===== src/rtl/scl_tg_pkg.sv =====
package scl_tg_pkg;

  typedef enum logic [2:0] {
    S_IDLE,
    S_HOLD,
    S_PARK,
    S_LOW,
    S_HIGH,
    S_SETUP
  } tgState_e;

  typedef enum logic [1:0] {
    OP_BIT,
    OP_STOP,
    OP_RSTART
  } tgOp_e;

  // control -> datapath
  typedef struct packed {
    logic cntClr;
    logic cntEn;
    logic loadCfg;
  } dpCtl_t;

  // datapath -> control
  typedef struct packed {
    logic cntZero;
    logic lowDone;
    logic chgHit;
    logic highDone;
    logic midHit;
    logic setupDone;
  } dpFlag_t;

endpackage


===== src/rtl/scl_tg_datapath.sv =====
module scl_tg_datapath
  import scl_tg_pkg::*;
#(
  parameter int CNT_W = 16
) (
  input  logic             clk,
  input  logic             rst_n,
  input  logic [CNT_W-1:0] cycCount,
  input  logic [CNT_W-1:0] lowCount,
  input  logic [CNT_W-1:0] setupCount,
  input  logic [CNT_W-1:0] dataSetupCount,
  input  dpCtl_t           ctl,
  output dpFlag_t          flags
);

  localparam int NCFG    = 4;
  localparam int IDX_CYC = 0;
  localparam int IDX_LOW = 1;
  localparam int IDX_SET = 2;
  localparam int IDX_DS  = 3;
  localparam logic [CNT_W-1:0] ONE = CNT_W'(1);

  logic [CNT_W-1:0] cfgIn [NCFG];
  logic [CNT_W-1:0] cfgQ  [NCFG];
  logic [CNT_W-1:0] phaseCnt;
  logic [CNT_W-1:0] highLen;
  logic [CNT_W-1:0] midPoint;

  assign cfgIn[IDX_CYC] = cycCount;
  assign cfgIn[IDX_LOW] = lowCount;
  assign cfgIn[IDX_SET] = setupCount;
  assign cfgIn[IDX_DS]  = dataSetupCount;

  // shadow copies, refreshed only while the control reports idle
  for (genvar gi = 0; gi < NCFG; gi++) begin : g_shadow
    always_ff @(posedge clk or negedge rst_n) begin
      if (!rst_n) begin
        cfgQ[gi] <= '0;
      end else if (ctl.loadCfg) begin
        cfgQ[gi] <= cfgIn[gi];
      end
    end
  end

  always_ff @(posedge clk or negedge rst_n) begin
    if (!rst_n) begin
      phaseCnt <= '0;
    end else if (ctl.cntClr) begin
      phaseCnt <= '0;
    end else if (ctl.cntEn) begin
      phaseCnt <= phaseCnt + ONE;
    end
  end

  assign highLen  = cfgQ[IDX_CYC] - cfgQ[IDX_LOW];
  assign midPoint = highLen >> 1;

  always_comb begin
    flags.cntZero   = (phaseCnt == '0);
    flags.lowDone   = (phaseCnt == cfgQ[IDX_LOW] - ONE);
    flags.chgHit    = (phaseCnt == cfgQ[IDX_DS]);
    flags.highDone  = (phaseCnt == highLen - ONE);
    flags.midHit    = (phaseCnt == midPoint);
    flags.setupDone = (phaseCnt == cfgQ[IDX_SET] - ONE);
  end

  AST_CNT_NO_WRAP: assert property (@(posedge clk) disable iff (!rst_n)
    (ctl.cntEn && !ctl.cntClr) |-> (phaseCnt != '1));

endmodule


===== src/rtl/scl_tg_control.sv =====
module scl_tg_control
  import scl_tg_pkg::*;
(
  input  logic    clk,
  input  logic    rst_n,
  input  logic    runEn,
  input  logic    sclRelease,
  input  logic    reqStart,
  input  logic    reqBit,
  input  logic    reqStop,
  input  logic    sclIn,
  input  dpFlag_t flags,
  output dpCtl_t  ctl,
  output logic    sclDriveLow,
  output logic    genReady,
  output logic    startEdgeStb,
  output logic    stopEdgeStb,
  output logic    sdaChangeStb,
  output logic    sdaSampleStb
);

  tgState_e state;
  tgState_e stateNxt;
  tgOp_e    opQ;
  tgOp_e    opNxt;
  logic     go;

  assign go = runEn && !sclRelease;

  always_comb begin
    stateNxt = state;
    opNxt    = opQ;
    unique case (state)
      S_IDLE: begin
        if (reqStart) stateNxt = S_HOLD;
      end
      S_HOLD: begin
        if (flags.setupDone) stateNxt = S_PARK;
      end
      S_PARK: begin
        if (reqStop) begin
          stateNxt = S_LOW;
          opNxt    = OP_STOP;
        end else if (reqStart) begin
          stateNxt = S_LOW;
          opNxt    = OP_RSTART;
        end else if (reqBit) begin
          stateNxt = S_LOW;
          opNxt    = OP_BIT;
        end
      end
      S_LOW: begin
        if (flags.lowDone) stateNxt = (opQ == OP_BIT) ? S_HIGH : S_SETUP;
      end
      S_HIGH: begin
        if (flags.highDone && sclIn) stateNxt = S_PARK;
      end
      S_SETUP: begin
        if (flags.setupDone && sclIn) stateNxt = (opQ == OP_STOP) ? S_IDLE : S_HOLD;
      end
      default: stateNxt = S_IDLE;
    endcase
    if (!go) stateNxt = S_IDLE;
  end

  always_ff @(posedge clk or negedge rst_n) begin
    if (!rst_n) begin
      state <= S_IDLE;
      opQ   <= OP_BIT;
    end else begin
      state <= stateNxt;
      opQ   <= opNxt;
    end
  end

  // strobes to the datapath
  always_comb begin
    ctl.cntClr  = (stateNxt != state);
    ctl.loadCfg = (state == S_IDLE);
    unique case (state)
      S_LOW, S_HOLD:    ctl.cntEn = 1'b1;
      S_HIGH, S_SETUP:  ctl.cntEn = sclIn;
      default:          ctl.cntEn = 1'b0;
    endcase
  end

  assign sclDriveLow  = ((state == S_PARK) || (state == S_LOW)) && !sclRelease;
  assign genReady     = (state == S_IDLE) || (state == S_PARK);
  assign startEdgeStb = go && (state == S_HOLD) && flags.cntZero;
  assign stopEdgeStb  = go && (state == S_SETUP) && (opQ == OP_STOP) &&
                        flags.setupDone && sclIn;
  assign sdaChangeStb = go && (state == S_LOW) && flags.chgHit;
  assign sdaSampleStb = go && (state == S_HIGH) && flags.midHit && sclIn;

  AST_PARK_ON_HALT: assert property (@(posedge clk) disable iff (!rst_n)
    (sclRelease || !runEn) |=> (state == S_IDLE));

  AST_SAMPLE_WHILE_HIGH: assert property (@(posedge clk) disable iff (!rst_n)
    sdaSampleStb |-> (sclIn && !sclDriveLow));

  AST_CHANGE_WHILE_LOW: assert property (@(posedge clk) disable iff (!rst_n)
    sdaChangeStb |-> sclDriveLow);

  AST_EDGE_SCL_HIGH: assert property (@(posedge clk) disable iff (!rst_n)
    (startEdgeStb || stopEdgeStb) |-> !sclDriveLow);

  AST_ONE_STROBE: assert property (@(posedge clk) disable iff (!rst_n)
    $onehot0({startEdgeStb, stopEdgeStb, sdaChangeStb, sdaSampleStb}));

  AST_LOW_COMPLETE: assert property (@(posedge clk) disable iff (!rst_n)
    ((state == S_HIGH) && ($past(state) == S_LOW)) |-> $past(flags.lowDone));

endmodule


===== src/rtl/scl_timing_gen.sv =====
module scl_timing_gen
  import scl_tg_pkg::*;
#(
  parameter int CNT_W = 16
) (
  input  logic             clk,
  input  logic             rst_n,
  input  logic [CNT_W-1:0] cycCount,
  input  logic [CNT_W-1:0] lowCount,
  input  logic [CNT_W-1:0] setupCount,
  input  logic [CNT_W-1:0] dataSetupCount,
  input  logic             runEn,
  input  logic             sclRelease,
  input  logic             reqStart,
  input  logic             reqBit,
  input  logic             reqStop,
  input  logic             sclIn,
  output logic             sclDriveLow,
  output logic             genReady,
  output logic             startEdgeStb,
  output logic             stopEdgeStb,
  output logic             sdaChangeStb,
  output logic             sdaSampleStb
);

  dpCtl_t  dpCtl;
  dpFlag_t dpFlags;

  scl_tg_datapath #(.CNT_W(CNT_W)) u_datapath (
    .clk            (clk),
    .rst_n          (rst_n),
    .cycCount       (cycCount),
    .lowCount       (lowCount),
    .setupCount     (setupCount),
    .dataSetupCount (dataSetupCount),
    .ctl            (dpCtl),
    .flags          (dpFlags)
  );

  scl_tg_control u_control (
    .clk          (clk),
    .rst_n        (rst_n),
    .runEn        (runEn),
    .sclRelease   (sclRelease),
    .reqStart     (reqStart),
    .reqBit       (reqBit),
    .reqStop      (reqStop),
    .sclIn        (sclIn),
    .flags        (dpFlags),
    .ctl          (dpCtl),
    .sclDriveLow  (sclDriveLow),
    .genReady     (genReady),
    .startEdgeStb (startEdgeStb),
    .stopEdgeStb  (stopEdgeStb),
    .sdaChangeStb (sdaChangeStb),
    .sdaSampleStb (sdaSampleStb)
  );

endmodule


===== config.mk =====
export PLATFORM = sky130hd
export DESIGN_NAME = scl_timing_gen
export DESIGN_NICKNAME = d
export VERILOG_FILES = /design/src/rtl/scl_tg_pkg.sv /design/src/rtl/scl_tg_datapath.sv /design/src/rtl/scl_tg_control.sv /design/src/rtl/scl_timing_gen.sv
export SDC_FILE = /design/constraint.sdc
export NUM_CORES = 1
export LEC_CHECK = 0
export BUFFER_PORTS_ARGS = -buffer_cell sky130_fd_sc_hd__buf_2
export CORE_ASPECT_RATIO = 0.5
export CORE_UTILIZATION = 60
export DETAILED_ROUTE_END_ITERATION = 16
export PLACE_DENSITY_LB_ADDON = 0.25
export SKIP_LAST_GASP = 1
export SYNTH_ARGS = -nofsm -noshare
export SYNTH_HDL_FRONTEND = slang
export SYNTH_SLANG_ARGS = --single-unit
export TNS_END_PERCENT = 50

===== constraint.sdc =====
create_clock -name clk -period 4.2 [get_ports clk]
set_input_delay 0.84 -clock clk [delete_from_list [all_inputs] [get_ports clk]]
set_output_delay 0.84 -clock clk [all_outputs]
set_load 0.02 [all_outputs]

=== Word level (Yosys, flattened, before mapping) ===
Cells that the tools add are included.

* Flip-flop bits (word level): 85
* Word-level logic and storage cells: 68
* Output and inout bits: 6
* Input port bits: 72

* Equal/unequal tests: 12
* Reduce and logical (&&, ||, !) cells: 26
* Add/sub/neg operators: 5
* Multiplexer cells: 18

{| class="wikitable"
|+ Operators with widths
! operator !! number
|-
| $eq A16 B16 Y1 || 4
|-
| $sub A16 B1 Y16 const B || 3
|-
| $mux W16 || 2
|-
| $mux W3 || 9
|-
| $pmux W3 S6 || 1
|-
| $add A16 B1 Y16 const B || 1
|-
| $eq A16 B15 Y1 || 1
|-
| $logic_not A16 Y1 || 1
|-
| $sub A16 B16 Y16 || 1
|-
| $logic_and A1 B1 Y1 || 15
|-
| $eq A3 B2 Y1 const B || 2
|-
| $eq A3 B3 Y1 const B || 2
|-
| $mux W2 || 3
|-
| $reduce_or A2 Y1 || 2
|-
| $eq A3 B1 Y1 const B || 1
|-
| $logic_not A3 Y1 || 1
|-
| $ne A3 B3 Y1 || 1
|-
| $reduce_bool A3 Y1 || 1
|-
| $eq A2 B1 Y1 const B || 1
|-
| $logic_not A2 Y1 || 1
|-
| $logic_or A1 B1 Y1 || 2
|-
| $mux W1 || 2
|-
| $pmux W1 S2 || 1
|-
| $reduce_and A2 Y1 || 1
|-
| other kinds (2) || 2
|}

=== Longest topological paths before layout ===
* Depth in word-level cells: 9
* Mapped depth: 15
* Mapped depth without buffers: 13

=== Modules after synthesis ===
From an unflattened synthesis, not the netlist that was laid out.

* Cells, all modules: 732
* Area, all modules: 6,583.8 um^2

{| class="wikitable"
|+ By module, submodules not included
! module !! seq. area each (um^2) !! times used !! cells each !! area each (um^2)
|-
| scl_tg_datapath || 2,001.9 || 1 || 670 || 6,115.9
|-
| scl_tg_control || 125.1 || 1 || 62 || 467.9
|}

=== Least setup slack after synthesis ===
No wires, ideal clock.

* Path type: register -> output
* From: register u_datapath.cfgQ[32] (netlist bit)
* To: output port sdaSampleStb
* Arrival time: 3.203 ns
* Path buffers: 0
* Slack: 0.157 ns
* Cell stages (with the launch flop): 11
* Required time: 3.360 ns
* Cell sequence: dfrtp_1 > ha_1 > fa_1 > nor2b_4 > o22ai_1 > xnor2_1 > xnor2_1 > nand4_1 > nor4_1 > nand4_1 > nor4_1

* Word-level cells in the longest chain between the ends: 4

{| class="wikitable"
|+ Ends and longest elaborated chain
! item !! line !! source
|-
| from (decl) || scl_tg_datapath.sv:24 || <nowiki>logic [CNT_W-1:0] cfgQ [NCFG];</nowiki>
|-
| from (signal, indexed assignment) || scl_tg_datapath.sv:40 || <nowiki>cfgQ[gi] <= cfgIn[gi];</nowiki>
|-
| $sub A16 B16 Y16 || scl_tg_datapath.sv:55 || <nowiki>assign highLen = cfgQ[IDX_CYC] - cfgQ[IDX_LOW];</nowiki>
|-
| $eq A16 B15 Y1 || scl_tg_datapath.sv:63 || <nowiki>flags.midHit = (phaseCnt == midPoint);</nowiki>
|-
| $logic_and A1 B1 Y1 (2 in series) || scl_tg_control.sv:93 || <nowiki>assign sdaSampleStb = go && (state == S_HIGH) && flags.midHit && sclIn;</nowiki>
|-
| to (decl) || scl_timing_gen.sv:23 || <nowiki>output logic sdaSampleStb</nowiki>
|}

Every way passes these cells.

=== Worst setup path in the final report ===
Same ends and word-level chain as after synthesis.

==> results.cfg <==
[final_layout]
drive_above_1_share_pct = 27.0
final_net_count = 933
syn2layout_area_growth_pct = 16.2
diodes = 0
final.fill_count = 832
final_util_pct = 72.7

[synth]
syn_area_per_cell_sq_um = 9.11
synthesis.area_sq_mm = 0.00700
ys_seq_area_share_pct = 30.4
yosys_most_used_dff = dfrtp_1
ys_ff_latch = 85
netlist-cell-type-count = 82
synthMostInstantiatedCell = dfrtp_1
ys_async_sr_fraction_pct = 100
yosysWarnings = 0
synthTopCellsByCount = dfrtp_1 (85), xnor2_1 (63), xor2_1 (50)
synth_edf_count = 0
synth_top_area_share_pct = 30.4
postSynthCellCount = 768
synth_nets = 861
synth_area_leader_cell = dfrtp_1
synthTopCellsByArea = dfrtp_1 (30%), xnor2_1 (7.9%), mux2_2 (7.4%)

[critical_path]
cpMostUsedCell = nor4_2
worst-path-buf-inv = 1
r2r_setup_slack_ns = 0.26
crit_chain = ha_2 -> fa_2 -> nor2b_4 -> o2111a_2 -> nor3_4 -> o21a_1 -> xnor2_2 -> xor2_1 -> nor4_2 -> nand4_1 -> nor4_2 -> buf_4
r2r_end = u_datapath.phaseCnt[2]
crit_cells = 12
reg2regPathDepth = 12
worst-setup-path-type = reg2out
regToRegStartpoint = u_datapath.cfgQ[32]
worstPathRequired_ns = 3.36
critical_path_arrival_ns = 3.28
slowest_stage = dfrtp_1
cpPeakStageDelay_ns = 0.39
cp_top_family = simple AND/OR/NAND/NOR gates
critPathMaxFanout = 4
cp-end-kind = output port
start_kind = flop

[place]
post-place-ws_ns = 0.117
gp_congestion = 0.932
port-buffer-count = 77
hpwl_mm = 12.4

[sta]
fin_skew_ns = 0.00897
slew_headroom_pct = 26.6
rsz0062_at_grt = true
finalSetupViolations = 0
period_share_pct = 98.2
hold_viol = 0
worst_slack_ns = 0.0754
worst_pin_slew_ns = 1.10
period_needed_ns = 4.12
maxSlewViolCount = 0
timing.hold.ws_ns = 0.513
finalSetupTns_ns = 0
clock.fmax_ghz = 0.242

[clock_network]
cts_sinks = 85
htree_levels = 3
clock_latency_ns = 0.35
clkTransAtPathRegs_ns = 0.07
cts_root_buf = clkbuf_16
cts_hold_buf = 0
numCtsBuffers = 9
cts_tree = built
clock_path_buffers = 2

[route]
viasPerCell = 6.21
wl_per_cell_um = 17.7
first_pass_iters = 6
vias = 6231
drc = 0
ant_nets = 0
drt_iter0_drc = 496
drt-total-wl_mm = 17.7

[min_path]
hold_path_depth = 1
min-delay-start = u_datapath.cfgQ[57]
min_to = u_datapath.cfgQ[57]
hp-class = reg2reg

[global_route]
antenna_found_initial = 0
grt_overflow = 0
grt_max_degree = 86
grt_pass1_wl_mm = 28.3
grt_pass1_vias = 5746
track_usage_pct = 29.4

[die]
die_height_um = 78.4
start_util_pct = 62.6
std_cell_rows = 27
dieArea_sq_mm = 0.0121
coreArea_sq_mm = 0.0112
die_x_um = 155
io_pins = 78

[power]
powerDensity_mw_per_mm2 = 348
power.leakage_nw = 3.32
peakVddDrop_v = 0.000181
power.total_mw = 2.83

[job]
cap_viol_max_count = 0

[run_status]
run_status = complete, no violations
## worst max-delay path by stage
| stage | startpoint | end | slack (ns) |
|---|---|---|---|
| 2_1_floorplan | u_datapath.cfgQ[32] | sdaSampleStb | 0.16 |
| 3_3_place_gp | u_datapath.cfgQ[32] | sdaSampleStb | 0.24 |
| 3_5_place_dp | u_datapath.cfgQ[40] | sdaSampleStb | 0.12 |
| 4_1_cts | u_datapath.cfgQ[38] | sdaSampleStb | -0.03 |
| 5_1_grt | u_datapath.cfgQ[32] | sdaSampleStb | -0.04 |
| 6_report | u_datapath.cfgQ[32] | sdaSampleStb | 0.08 |
## logic make-up (layout without fill, tap and decap cells)
family                     count (synthesis)  in the layout  synth area share, %
AOI/OAI and AO/OA                        164            164                 17.4
xor gates and xnor gates                 114            114                 14.5
adders and majority gates                 22             22                 4.01
buffers and inverters                     80            157                 4.90
DFF                                       85             85                 30.4
muxes                                     51             51                 8.12
and+or+nand+nor                          252            252                 20.7
## per-stage QoR
step / instance area, sq um / std cells
after floorplan: 7000 / 768
after global placement: 7530 / 977
after detailed placement: 7530 / 977
after CTS: 7920 / 996
after global routing: 8130 / 1004
final: 8130 / 1004
## layer usage
layer | global-route usage, % | vias to the layer above | routed length (um)
met5 | 0 | - | 0
met4 | 8.51 | 0 | 266
met3 | 5.19 | 32 | 1280
met2 | 46.8 | 221 | 8100
met1 | 41.1 | 3052 | 8070
li1 | - | 2926 | -
## cell type report
type | instances | area (sq um) | share of cell area [%]
clock inverter | 6 | 118 | 1.45
inverter | 30 | 113 | 1.39
multi-input combinational | 603 | 4690 | 57.7
timing repair buffer | 111 | 648 | 7.97
clock buffer | 10 | 229 | 2.82
tap | 159 | 199 | 2.45
sequential | 85 | 2130 | 26.2
## report_power, final
part	switching (mW)	leakage [nW]	internal [mW]	total, mW
Combinational	0.517	2.12	0.427	0.945
Clock	0.350	0.165	0.588	0.938
Sequential	0.0723	1.03	0.874	0.947
## worst reg2reg max path, cell delays in order (launching register included)
cell and delay (ns):
dfrtp_1 0.39, buf_4 0.15, inv_1 0.06, ha_1 0.20, or3b_2 0.58, xnor2_1 0.17
or3_1 0.36, a2111oi_2 0.53, o2111a_1 0.37, nand2_1 0.10, o21bai_4 0.21, a32oi_4 0.56
a211oi_1 0.13
## registers in the layout (all words and copies together) (netlist names)
signal               flops
u_control.opQ            2
u_datapath.cfgQ         64
u_datapath.phaseCnt     16
u_control.state          3
## cells in the final DEF, fill, tap and decap left out, drive strengths merged, types with 3 or more instances in the layout
cell,n
a211oi,28
a21o,8
a21oi,23
a31oi,7
and2,7
and3,5
and4,5
and4b,4
buf,111
bufinv,3
clkbuf,10
dfrtp,85
ha,20
inv,32
mux2,46
mux2i,5
nand2,46
nand2b,9
nand3,25
nand3b,3
nand4,15
nand4b,3
nor2,43
nor2b,13
nor3,29
nor3b,5
nor4,16
nor4b,6
o2111a,3
o2111ai,7
o211ai,9
o21a,6
o21ai,40
o22ai,4
o31ai,4
or2,6
or4,7
xnor2,63
xor2,50
## repair_timing
item	4_1_cts	5_1_grt
endpoints found under the setup margin	2	2
gates resized for setup	7	31
setup buffers	3	8
pin swaps	2	12
Note: power is estimated with default switching activity, not from simulation.
